--- config.mk ---
export PLATFORM = sky130hd
export DESIGN_NAME = scl_wavegen
export DESIGN_NICKNAME = d
export VERILOG_FILES = /design/src/rtl/scl_wg_pkg.sv /design/src/rtl/scl_wg_rst_sync.sv /design/src/rtl/scl_wg_cfg.sv /design/src/rtl/scl_wg_phase.sv /design/src/rtl/scl_wavegen.sv
export SDC_FILE = /design/constraint.sdc
export NUM_CORES = 1
export LEC_CHECK = 0
export BUFFER_PORTS_ARGS = -buffer_cell sky130_fd_sc_hd__buf_4
export CAP_MARGIN = 20
export CORE_MARGIN = 2
export CORE_UTILIZATION = 40
export DETAILED_ROUTE_END_ITERATION = 8
export GPL_TIMING_DRIVEN = 0
export PLACE_DENSITY = 0.62
export SETUP_SLACK_MARGIN = 0.1
export SYNTH_ARGS = -nofsm -noshare
export SYNTH_HDL_FRONTEND = slang
export SYNTH_HIERARCHICAL = 1
export SYNTH_SLANG_ARGS = --single-unit
--- constraint.sdc ---
create_clock -name clk -period 5.43 [get_ports clk]
set_clock_uncertainty 0.15 [all_clocks]
set_input_delay 1.3575 -clock clk [delete_from_list [all_inputs] [get_ports clk]]
set_output_delay 1.3575 -clock clk [all_outputs]
set_load 0.005 [all_outputs]
--- src/rtl/scl_wg_pkg.sv ---
package scl_wg_pkg;

  // Field placement inside the configuration word.
  localparam int LO_LSB  = 0;
  localparam int HI_LSB  = 8;
  localparam int EXP_LSB = 16;
  localparam int DIV_W   = 8;
  localparam int EXP_W   = 3;

  typedef struct packed {
    logic [EXP_W-1:0] expo;
    logic [DIV_W-1:0] hi_div;
    logic [DIV_W-1:0] lo_div;
  } wave_cfg_t;

  typedef enum logic {
    PH_LOW  = 1'b0,
    PH_HIGH = 1'b1
  } phase_e;

  // Counter width that holds the longest phase for a given build.
  function automatic int cnt_width(input int offset, input int max_exp);
    int longest;
    longest = (((1 << DIV_W) - 1) << max_exp) + offset;
    return $clog2(longest + 1);
  endfunction

endpackage

--- src/rtl/scl_wg_rst_sync.sv ---
module scl_wg_rst_sync (
  input  logic clk,
  input  logic rst_n,
  output logic rst_sync_n
);

  logic [1:0] sync_q;

  always_ff @(posedge clk or negedge rst_n) begin
    if (!rst_n) sync_q <= 2'b00;
    else        sync_q <= {sync_q[0], 1'b1};
  end

  assign rst_sync_n = sync_q[1];

endmodule

--- src/rtl/scl_wg_cfg.sv ---
module scl_wg_cfg
  import scl_wg_pkg::*;
#(
  parameter int MAX_EXP = 7
) (
  input  logic        clk,
  input  logic        rst_n,
  input  logic        we,
  input  logic [31:0] wdata,
  input  logic        apply_ok,
  output wave_cfg_t   cfg
);

  wave_cfg_t        dec;
  logic [EXP_W-1:0] exp_raw;
  logic             unused_hi_bits;

  wave_cfg_t cur_q, cur_d;
  wave_cfg_t pend_q, pend_d;
  logic      pend_v_q, pend_v_d;
  logic      cur_en, pend_en;

  // Field decode with exponent clamp.
  always_comb begin
    exp_raw    = wdata[EXP_LSB +: EXP_W];
    dec.lo_div = wdata[LO_LSB +: DIV_W];
    dec.hi_div = wdata[HI_LSB +: DIV_W];
    if (int'(exp_raw) > MAX_EXP) dec.expo = EXP_W'(MAX_EXP);
    else                         dec.expo = exp_raw;
  end

  assign unused_hi_bits = ^wdata[31:EXP_LSB+EXP_W];

  // Next state: apply now when allowed, otherwise park in the pending slot.
  always_comb begin
    cur_d    = cur_q;
    pend_d   = pend_q;
    pend_v_d = pend_v_q;
    cur_en   = 1'b0;
    pend_en  = 1'b0;
    if (we && apply_ok) begin
      cur_d    = dec;
      pend_v_d = 1'b0;
      cur_en   = 1'b1;
      pend_en  = 1'b1;
    end else if (we) begin
      pend_d   = dec;
      pend_v_d = 1'b1;
      pend_en  = 1'b1;
    end else if (pend_v_q && apply_ok) begin
      cur_d    = pend_q;
      pend_v_d = 1'b0;
      cur_en   = 1'b1;
      pend_en  = 1'b1;
    end
  end

  always_ff @(posedge clk or negedge rst_n) begin
    if (!rst_n) begin
      cur_q <= '0;
    end else if (cur_en) begin
      cur_q <= cur_d;
    end
  end

  always_ff @(posedge clk or negedge rst_n) begin
    if (!rst_n) begin
      pend_q   <= '0;
      pend_v_q <= 1'b0;
    end else if (pend_en) begin
      pend_q   <= pend_d;
      pend_v_q <= pend_v_d;
    end
  end

  assign cfg = cur_q;

endmodule

--- src/rtl/scl_wg_phase.sv ---
module scl_wg_phase
  import scl_wg_pkg::*;
#(
  parameter int OFFSET  = 4,
  parameter int MAX_EXP = 7,
  localparam int CNT_W  = cnt_width(OFFSET, MAX_EXP)
) (
  input  logic             clk,
  input  logic             rst_n,
  input  logic             run,
  input  logic             hold,
  input  wave_cfg_t        cfg,
  output logic             tick,
  output logic             phase_hi,
  output logic [CNT_W-1:0] cnt,
  output logic [CNT_W-1:0] len
);

  phase_e           phase_q, phase_d;
  logic [CNT_W-1:0] cnt_q, cnt_d;
  logic [DIV_W-1:0] div_sel;
  logic             last;
  logic             step_en;

  // Phase length from the divider of the current phase.
  always_comb begin
    div_sel = (phase_q == PH_HIGH) ? cfg.hi_div : cfg.lo_div;
    len     = (CNT_W'(div_sel) << cfg.expo) + CNT_W'(OFFSET);
    last    = (cnt_q == len - CNT_W'(1));
  end

  assign tick    = run && !hold && last;
  assign step_en = !run || !hold;

  always_comb begin
    cnt_d   = cnt_q;
    phase_d = phase_q;
    if (!run) begin
      cnt_d   = '0;
      phase_d = PH_LOW;
    end else if (last) begin
      cnt_d   = '0;
      phase_d = (phase_q == PH_LOW) ? PH_HIGH : PH_LOW;
    end else begin
      cnt_d   = cnt_q + CNT_W'(1);
    end
  end

  always_ff @(posedge clk or negedge rst_n) begin
    if (!rst_n) begin
      cnt_q   <= '0;
      phase_q <= PH_LOW;
    end else if (step_en) begin
      cnt_q   <= cnt_d;
      phase_q <= phase_d;
    end
  end

  assign phase_hi = (phase_q == PH_HIGH);
  assign cnt      = cnt_q;

endmodule

--- src/rtl/scl_wavegen.sv ---
module scl_wavegen
  import scl_wg_pkg::*;
#(
  parameter int OFFSET  = 4,
  parameter int MAX_EXP = 7
) (
  input  logic        clk,
  input  logic        rst_n,
  input  logic        cfg_we,
  input  logic [31:0] cfg_wdata,
  input  logic        run,
  input  logic        hold,
  output logic        tick,
  output logic        scl_level
);

  localparam int CNT_W = cnt_width(OFFSET, MAX_EXP);

  logic             rst_q_n;
  wave_cfg_t        cfg;
  logic             phase_hi;
  logic [CNT_W-1:0] cnt;
  logic [CNT_W-1:0] phase_len;
  logic             apply_ok;

  scl_wg_rst_sync u_rst (
    .clk        (clk),
    .rst_n      (rst_n),
    .rst_sync_n (rst_q_n)
  );

  assign apply_ok = !run || tick;

  scl_wg_cfg #(.MAX_EXP(MAX_EXP)) u_cfg (
    .clk      (clk),
    .rst_n    (rst_q_n),
    .we       (cfg_we),
    .wdata    (cfg_wdata),
    .apply_ok (apply_ok),
    .cfg      (cfg)
  );

  scl_wg_phase #(.OFFSET(OFFSET), .MAX_EXP(MAX_EXP)) u_phase (
    .clk      (clk),
    .rst_n    (rst_q_n),
    .run      (run),
    .hold     (hold),
    .cfg      (cfg),
    .tick     (tick),
    .phase_hi (phase_hi),
    .cnt      (cnt),
    .len      (phase_len)
  );

  always_comb begin
    if (!run)      scl_level = 1'b1;
    else if (hold) scl_level = 1'b0;
    else           scl_level = phase_hi;
  end

endmodule

After elaboration in Yosys (flattened, before gate mapping)

Index checks and enable logic that the tools add are counted.

Add/subtract/negate cells: 3
Equality and inequality tests: 3
Shift-type cells: 1
Multiplexer cells: 19
Bitwise gates (word level): 1
Reductions and logical operators: 14

Operator list:

| cell                  | count |
|---|---|
| $mux 19               | 3 |
| $mux 15               | 2 |
| $add 15x1->15 const B | 1 |
| $add 15x3->15 const B | 1 |
| $eq 15x15->1          | 1 |
| $shl 8x3->15          | 1 |
| $sub 15x1->15 const B | 1 |
| $mux 1                | 13 |
| $mux 8                | 1 |
| $reduce_and 3->1      | 2 |
| $logic_and 1x1->1     | 4 |
| $ne 2x1->1 const B    | 2 |
| $reduce_and 2->1      | 2 |
| $reduce_bool 3->1     | 1 |
| $logic_not 1->1       | 2 |
| $logic_or 1x1->1      | 2 |
| $reduce_bool 2->1     | 1 |
| $not 1->1             | 1 |

Bits in registers: 57
Input bits: 37
Output and inout bits: 2
Logic and storage cells: 51

Depth between registers and ports, before layout

Depth after elaboration: 12
Depth in mapped cells: 21
Mapped depth without buffers: 15

By module

The synthesis kept the hierarchy.

By module, submodules not included:

| module          | instances | cells each | area each (µm²) | seq. area each (µm²) |
|---|---|---|---|---|
| scl_wg_phase    | 1         | 327        | 2,855.2         | 400.4 |
| scl_wg_cfg      | 1         | 132        | 1,900.6         | 975.9 |
| scl_wg_rst_sync | 1         | 3          | 53.8            | 50.0 |
| scl_wavegen     | 1         | 3          | 18.8            | 0.0 |

Worst setup path after synthesis

Ideal clock, no wire load.

Path type: reg2out
From: register u_phase.phase_q, in the netlist u_phase/phase_hi
To: output port tick
Arrival time: 3.026 ns
Data required time: 3.923 ns
Slack: 0.896 ns
Stages on the path, launching flop included: 16
Path buffers: 4
Cells stage by stage: dfrtp_1 buf_6 buf_8 buf_4 nor2b_1 a22oi_1 a21oi_2 ha_1 xor2_1 buf_6 nor4_4 o2111ai_1 o221ai_1 nand3_1 nor4_1 and2_1

Cells in the longest elaborated chain, start to end: 6

RTL lines:

| item                   | line               | text |
|---|---|---|
| from (decl)            | scl_wg_phase.sv:19 | `phase_e phase_q, phase_d;` |
| from (signal assigned) | scl_wg_phase.sv:55 | `phase_q <= phase_d;` |
| $mux 8                 | scl_wg_phase.sv:27 | `div_sel = (phase_q == PH_HIGH) ? cfg.hi_div : cfg.lo_div;` |
| $shl 8x3->15           | scl_wg_phase.sv:28 | `len = (CNT_W'(div_sel) << cfg.expo) + CNT_W'(OFFSET);` |
| $add 15x3->15          | scl_wg_phase.sv:28 |  |
| named net phase_len[4] | scl_wavegen.sv:23  | `logic [CNT_W-1:0] phase_len;` |
| $sub 15x1->15          | scl_wg_phase.sv:29 | `last = (cnt_q == len - CNT_W'(1));` |
| $eq 15x15->1           | scl_wg_phase.sv:29 |  |
| $logic_and 1x1->1      | scl_wg_phase.sv:32 | `assign tick = run && !hold && last;` |
| to (decl)              | scl_wavegen.sv:13  | `output logic tick,` |

The timed path passes the listed nets, and every way through them passes these cells.

Worst setup path in the final report

From: register u_phase.phase_q, in the netlist u_phase/phase_hi
To: output port tick

Cells in the longest elaborated chain, start to end: 6

RTL lines:

| item              | line |
|---|---|
| $mux 8            | scl_wg_phase.sv:27 |
| $shl 8x3->15      | scl_wg_phase.sv:28 |
| $add 15x3->15     | scl_wg_phase.sv:28 |
| $sub 15x1->15     | scl_wg_phase.sv:29 |
| $eq 15x15->1      | scl_wg_phase.sv:29 |
| $logic_and 1x1->1 | scl_wg_phase.sv:32 |

Every way passes these cells.

==> reports/qor.yml <==
ctsLongestPathBuffers: 2
r2r_start: "u_phase/phase_hi$_DFFE_PN0P_"
setup-violations-final: 0
setup_tns_ns: 0
grt_use_total_pct: 19.9
grt_overflow: 0
cp-end-kind: "output port"
slew_headroom_pct: 57.3
yosysWarnings: 6
ctsRootBufferMaster: "clkbuf_16"
synth_area_um2: 4770
grt_max_degree: 30
p_per_area_nw_per_um2: 317
path_class: "reg2out"
dpl_cell_area_um2: 5160
synthCells: 455
cp_data_arrival_time_ns: 3.69
setup.worst_path.start: "u_phase/phase_hi$_DFFE_PN0P_"
clk_latency_ns: 0.34
viasPerCell: 5.99
drt_iter0_drc: 220
dieArea_um2: 12800
p_comb_share_pct: 39.4
n_antenna_cell: 0
internal_power_mw: 1.16
rsz0062_at_grt: "false"
grt_pass1_wl_um: 20300
fin_util_pct: 49.8
seqPwrFrac_pct: 28.9
coreArea_um2: 11500
cts_tree: "done"
synth_nets: 496
period_minus_slack_ns: 5.20
wl_um: 12300
p_sw_uw: 654
die_x_um: 113
start_util_pct: 41.4
antenna_found_initial: 0
regArea_um2: 1430
n_fill_cell: 1056
hold_violations: 0
cp-start-kind: "register"
multi_input_area_um2: 3180
rows: 39
drive_above_1_share_pct: 35.8
ctsHtreeMaxLevel: 3
vias: 3936
final_max_slew_viol_count: 0
clkSlewWorstSetupHoldPaths_ns: 0.06
gp_routability_congestion: 0.882
clockPowerShare_pct: 31.8
drc: 0
grt_pass1_vias: 4006
final.period_utilization_pct: 95.7
area_growth_pct: 20.3
routedWlPerCell_um: 18.6
die_h_um: 113
hpwl_um: 9040
ir_worst_vdd_uv: 197
drt-pass1-iter-count: 4
syn-mean-instance-area_um2: 10.5
hold_class: "reg2async"
fin_area_um2: 5740
switching_share_pct: 36.0
cp_max_fo: 8
clock_sinks: 57
status: "finished clean"
worstMarginPinSlew_ns: 0.640
nets: 550
numCtsBuffers: 9
ios: 39
fmax_ghz: 0.192
io_buffers: 25
cap_violations: 0
crit_required_ns: 3.92
drtAntennaViolNets: 0
cellLeakagePower_nw: 2.28
==> power by group through the flow <==
| stage | Clock [mW] | Combinational [mW] | Sequential [mW] |
|---|---|---|---|
| 6_report | 0.577 | 0.715 | 0.525 |
| 5_1_grt | 0.608 | 0.769 | 0.531 |
| 4_1_cts | 0.587 | 0.651 | 0.523 |
| 3_5_place_dp | 0 | 0.625 | 0.529 |
| 3_3_place_gp | 0 | 0.607 | 0.531 |
| 2_1_floorplan | 0 | 0.498 | 0.509 |
==> critical path, cell delays in order (launching register included) <==
cell and delay, ns:
dfrtp_1 0.40, buf_4 0.16, mux4_2 0.53, and3_1 0.22, a31o_4 0.26, and3_1 0.18
buf_2 0.16, o31ai_2 0.29, o2111ai_2 0.21, o221ai_2 0.28, nand3_2 0.13, nor4_2 0.22
and2_1 0.18, buf_4 0.11
==> per-stage QoR <==
stage | setup slack (ns) | hold WS [ns] | std cells | total power [mW]
2_1_floorplan | 0.906 | 0.181 | 455 | 1.01
6_report | 0.233 | 0.139 | 657 | 1.82
3_5_place_dp | 0.178 | 0.171 | 624 | 1.15
4_1_cts | 0.102 | 0.168 | 644 | 1.76
5_1_grt | 0.0656 | 0.201 | 657 | 1.91
3_3_place_gp | 0.254 | 0.188 | 623 | 1.14
==> final timing paths <==
check	end	slack (ns)	cells after the start
max reg2reg	u_cfg/cfg[6]$_DFFE_PN0P_	0.81	18
min	u_cfg/pend_q[3]$_DFFE_PN0P_	0.14	0
max in group asynchronous	u_rst/sync_q[1]$_DFF_PN0_	4.39	1
min in group clk	u_rst/sync_q[1]$_DFF_PN0_	0.20	0
max	tick	0.23	13
min reg2reg	u_cfg/pend_q[3]$_DFFE_PN0P_	0.14	0
==> flip-flops by register name, summed over array words and instances, names as in the netlist <==
name	cells
u_cfg/pend_v_q	1
u_rst/sync_q	2
u_cfg/cfg	19
u_cfg/pend_q	19
u_phase/cnt	15
u_phase/phase_hi	1
==> cell usage in the layout, fill, tap and decap left out, drive strengths merged, types with 8 or more instances in the layout <==
cell type / n
nand3: 18
a21oi: 10
xnor2: 20
mux2i: 9
nand4: 9
o21ai: 10
inv: 8
nor2: 28
mux4: 10
nand4bb: 19
dfrtp: 57
o211a: 17
nand2: 24
nor2b: 8
xor2: 13
nand3b: 19
mux2: 33
buf: 64
clkbuf: 22
==> what timing repair did <==
item,in CTS,in global routing
pin swaps,5,11
endpoints found under the setup margin,1,1
resized for setup,9,30
setup buffers,4,12
hold buffers,0,0
cloned,0,1
==> metal layers <==
metal | vias to the layer above | GRT usage (%) | routed length, um
li1 | 1841 | - | -
met1 | 1992 | 27.5 | 5930
met2 | 84 | 31.5 | 5720
met3 | 19 | 3.75 | 391
met4 | 0 | 6.99 | 212
met5 | - | 0 | 0
==> layout make-up <==
cell class	instances	share of cell area [%]
Clock inverter	7	1.37
Buffer	34	5.06
Multi-Input combinational cell	357	55.4
Inverter	7	0.501
Sequential cell	57	24.9
Tap cell	143	3.12
Timing Repair Buffer	43	5.80
Clock buffer	9	3.92
No activity file was read; power rests on OpenSTA's default activity.
